File: src/rtl/scan_cmp_pkg.sv
package scan_cmp_pkg;

   // Width of one per-chain select field
   function automatic int sel_width(input int n_in);
      return (n_in > 1) ? $clog2(n_in) : 1;
   endfunction

   // First output reached by chain c
   function automatic int out_first(input int c, input int n_out);
      return c % n_out;
   endfunction

   // Second output reached by chain c: offset grows with each wrap over the outputs
   function automatic int out_second(input int c, input int n_out);
      return ((c % n_out) + 1 + (c / n_out)) % n_out;
   endfunction

   // Largest number of chains that still get distinct output pairs
   function automatic int max_chains(input int n_out);
      return n_out * ((n_out - 1) / 2);
   endfunction

endpackage

File: src/rtl/scan_cmp_load.sv
module scan_cmp_load #(
   parameter int N_IN    = 3,
   parameter int N_CHAIN = 8,
   parameter int SELW    = 2
) (
   input  logic [N_IN-1:0]         scan_in,
   input  logic [N_CHAIN*SELW-1:0] cfg,
   output logic [N_CHAIN-1:0]      chain_si
);

   generate
      if (N_IN == 1) begin : g_single
         // One input only: every chain shares it, select fields are don't-care
         logic unused_cfg;
         assign unused_cfg = ^cfg;
         assign chain_si   = {N_CHAIN{scan_in[0]}};
      end else begin : g_mux
         for (genvar c = 0; c < N_CHAIN; c++) begin : g_chain
            logic [SELW-1:0] code;
            logic            head;
            assign code = cfg[c*SELW +: SELW];
            always_comb begin
               head = scan_in[0];               // default covers out-of-range codes
               for (int i = 1; i < N_IN; i++) begin
                  if (int'(code) == i) head = scan_in[i];
               end
            end
            assign chain_si[c] = head;
         end
      end
   endgenerate

endmodule

File: src/rtl/scan_cmp_unload.sv
module scan_cmp_unload #(
   parameter int N_CHAIN = 8,
   parameter int N_OUT   = 5
) (
   input  logic [N_CHAIN-1:0] chain_so,
   output logic [N_OUT-1:0]   scan_out
);
   import scan_cmp_pkg::*;

   generate
      for (genvar o = 0; o < N_OUT; o++) begin : g_out
         logic acc;
         always_comb begin
            acc = 1'b0;
            for (int c = 0; c < N_CHAIN; c++) begin
               if (out_first(c, N_OUT) == o || out_second(c, N_OUT) == o)
                  acc = acc ^ chain_so[c];
            end
         end
         assign scan_out[o] = acc;
      end
   endgenerate

endmodule

File: src/rtl/adaptive_scan_codec.sv
module adaptive_scan_codec #(
   parameter  int N_IN    = 3,
   parameter  int N_CHAIN = 8,
   parameter  int N_OUT   = 5,
   localparam int SELW    = scan_cmp_pkg::sel_width(N_IN)
) (
   input  logic [N_IN-1:0]         scan_in,
   input  logic [N_CHAIN*SELW-1:0] cfg,
   output logic [N_CHAIN-1:0]      chain_si,
   input  logic [N_CHAIN-1:0]      chain_so,
   output logic [N_OUT-1:0]        scan_out
);

   // Elaboration-time parameter checks
   generate
      if (N_IN < 1)   begin : g_bad_in    $error("N_IN must be at least 1");  end
      if (N_OUT < 3)  begin : g_bad_out   $error("N_OUT must be at least 3"); end
      if (N_CHAIN < 1) begin : g_bad_ch   $error("N_CHAIN must be at least 1"); end
      if (N_CHAIN > scan_cmp_pkg::max_chains(N_OUT)) begin : g_bad_pairs
         $error("N_CHAIN exceeds the number of distinct output pairs");
      end
   endgenerate

   scan_cmp_load #(
      .N_IN   (N_IN),
      .N_CHAIN(N_CHAIN),
      .SELW   (SELW)
   ) u_load (
      .scan_in (scan_in),
      .cfg     (cfg),
      .chain_si(chain_si)
   );

   scan_cmp_unload #(
      .N_CHAIN(N_CHAIN),
      .N_OUT  (N_OUT)
   ) u_unload (
      .chain_so(chain_so),
      .scan_out(scan_out)
   );

endmodule

File: config.mk
export PLATFORM = sky130hd
export DESIGN_NAME = adaptive_scan_codec
export DESIGN_NICKNAME = d
export VERILOG_FILES = /design/src/rtl/scan_cmp_pkg.sv /design/src/rtl/scan_cmp_load.sv /design/src/rtl/scan_cmp_unload.sv /design/src/rtl/adaptive_scan_codec.sv
export SDC_FILE = /design/constraint.sdc
export NUM_CORES = 1
export LEC_CHECK = 0
export BUFFER_PORTS_ARGS = -buffer_cell sky130_fd_sc_hd__buf_4
export CAP_MARGIN = 20
export CELL_PAD_IN_SITES_DETAIL_PLACEMENT = 0
export CELL_PAD_IN_SITES_GLOBAL_PLACEMENT = 1
export CORE_MARGIN = 1
export CORE_UTILIZATION = 28
export DETAILED_ROUTE_END_ITERATION = 8
export GPL_TIMING_DRIVEN = 0
export PLACE_DENSITY_LB_ADDON = 0.1
export SYNTH_ARGS = -nofsm -noshare
export SYNTH_HDL_FRONTEND = slang
export SYNTH_HIERARCHICAL = 1
export SYNTH_SLANG_ARGS = --single-unit
File: constraint.sdc
create_clock -name vclk -period 1.6
set_input_delay 0.08 -clock vclk [all_inputs]
set_output_delay 0.08 -clock vclk [all_outputs]
set_load 0.01 [all_outputs]
==> impl_metrics.csv <==
group,metric,value,unit
die,initial_core_util,30.3,%
run_status,status,"finished, final reports clean",
grt,grt_max_degree,9,
job,max-cap-violations,0,
die,placementRows,14,
drt,post_drt_wl_per_cell,9.27,um
drt,drc,0,
layout,n_antenna_cell,0,
sta,max_freq,1130,MHz
die,die_x,42.4,um
yosys,synth_top_area_share,32.6,%
die,core,0.00151,sq mm
setup_path,path_max_fanout,3,
sta,finalSetupViolCount,0,
drt,antenna_left,0,
setup_path,critPathLaunchType,"input pin",
yosys,synth_cell_types,8,
sta,relSlewSlack,85.0,%
grt,grt_pass1_vias,445,
sta,maxSlewViolCount,0,
setup_path,critPathMostFrequentCell,"buf_4",
layout,multi_input_area,345,sq um
sta,period_share,55.5,%
yosys,yosys.area.top_type,"xnor2_1",
sta,final-hold-violation-count,0,
grt,antenna_found_initial,0,
die,die_h,42.4,um
setup_path,crit_chain,"buf_4 -> xnor2_1 -> a211oi_1 -> buf_4 -> buf_4",
layout,regArea,0,sq um
layout,fillers,172,
grt,grt_pass1_wl,1.79,mm
placement,dp_cells,112,
cts,postCtsSetupBuffers,0,
setup_path,cp.arrival,0.81,ns
cts,hold_buffers,0,
layout,finalNonFillerCells,112,
yosys,synth-seq-area-share,0,%
setup_path,critPathKind,"input pin to primary output",
sta,finalCriticalPeriod,0.888,ns
drt,drt_iter0_drc,2,
power,power_leakage,0.000341,uW
grt,gr-usage-all-layers,11.7,%
drt,drt_pass1_iterations,4,
drt,vias,503,
min_path,min_path_type,"input pin to primary output",
setup_path,endpoint_kind,"primary output",
yosys,netlist_instances,58,
placement,dp_hpwl,897,um
setup_path,crit_required,1.52,ns
yosys,synth_nets,85,
yosys,synthTopCellsByCount,"xnor2_1, nor3b_1, buf_4",
sta,tns,0,ns
setup_path,worst_path_max_delay_cell,"a211oi_1",
yosys,syn-cell-area,457,sq um
sta,rsz0062_at_grt,"false",
die,io-pin-count,40,
power,irDropWorstVdd,153,uV
yosys,synth_area_leaders,"xnor2_1, nor3b_1, buf_4",
layout,drive_gt1_share,55.2,%
setup_path,slowest_delay,0.25,ns
yosys,yosysWarnings,6,
placement,port_buffers,38,
cts,cts-resized-gates,0,
layout,clockBufferCount,0,
layout,seq_cells,0,
drt,wirelength,1.04,mm
placement,gp_congestion,0.667,
drt,viasPerCell,4.49,
sta,worst_pin_slew,0.225,ns
layout,areaGrowthSynthToFinish,66.8,%
power,power_density,397,mW/mm^2
grt,overflow,0,
yosys,yosysMostFrequentCell,"xnor2_1",
layout,layout.nets,125,
yosys,syn_area_per_cell,7.87,sq um
die,dieArea,0.00180,sq mm
==> power by group <==
group,internal (uW),switching [uW]
registers,0,0
logic,195,107
clock network,0,0
==> worst paths after layout <==
check	startpoint	depth (start not counted)	slack [ns]	to
max	cfg[7]	5	0.71	chain_si[3]
min	chain_so[6]	4	0.55	scan_out[1]
==> logic make-up after synthesis <==
group                     Yosys count  share of synthesized area [%]
AOI/OAI and AO/OA                   7                           11.5
buffers and inverters              16                           24.4
and+or+nand+nor                    14                           23.0
xor gates and xnor gates           18                           34.5
muxes                               3                           6.58
==> per-layer routing <==
metal  GRT usage [%]  vias to the layer above  share of wire [%]
met3           0.862                        0                9.2
li1                -                      266                  -
met2            22.5                       25                 52
met5               0                        -                  0
met1            15.1                      212                 39
met4               0                        0                  0
==> worst max-delay path, delay by kind of cell <==
family / cells / cell delay [ns]
buf+inv: 3 / 0.36
compound gates: 1 / 0.25
xor+xnor: 1 / 0.11
==> final cells by class <==
class,instances,area share (%)
buffer,15,14.1
inverter,1,0.493
multi-input combinational,42,45.3
tap,16,2.63
timing repair buffer,38,37.4
==> placed cells by master, fill, tap and decap left out, drive strengths merged <==
master,instances
buf,53
xnor2,17
nor3b,14
a211oi,7
mux2i,3
inv,1
xor2,1
==> per-stage QoR <==
step | setup slack, ns | instance area [sq um] | hold slack, ns | utilization, % | total power, uW
6_report | 0.712 | 762 | 0.551 | 50.6 | 302
5_1_grt | 0.623 | 762 | 0.572 | 50.6 | 327
4_1_cts | 0.703 | 762 | 0.554 | 50.6 | 306
3_5_place_dp | 0.714 | 762 | 0.554 | 50.6 | 305
3_3_place_gp | 0.712 | 762 | 0.551 | 50.6 | 303
2_1_floorplan | 0.901 | 457 | 0.337 | - | 168
Power figures use the tool's default switching activity.
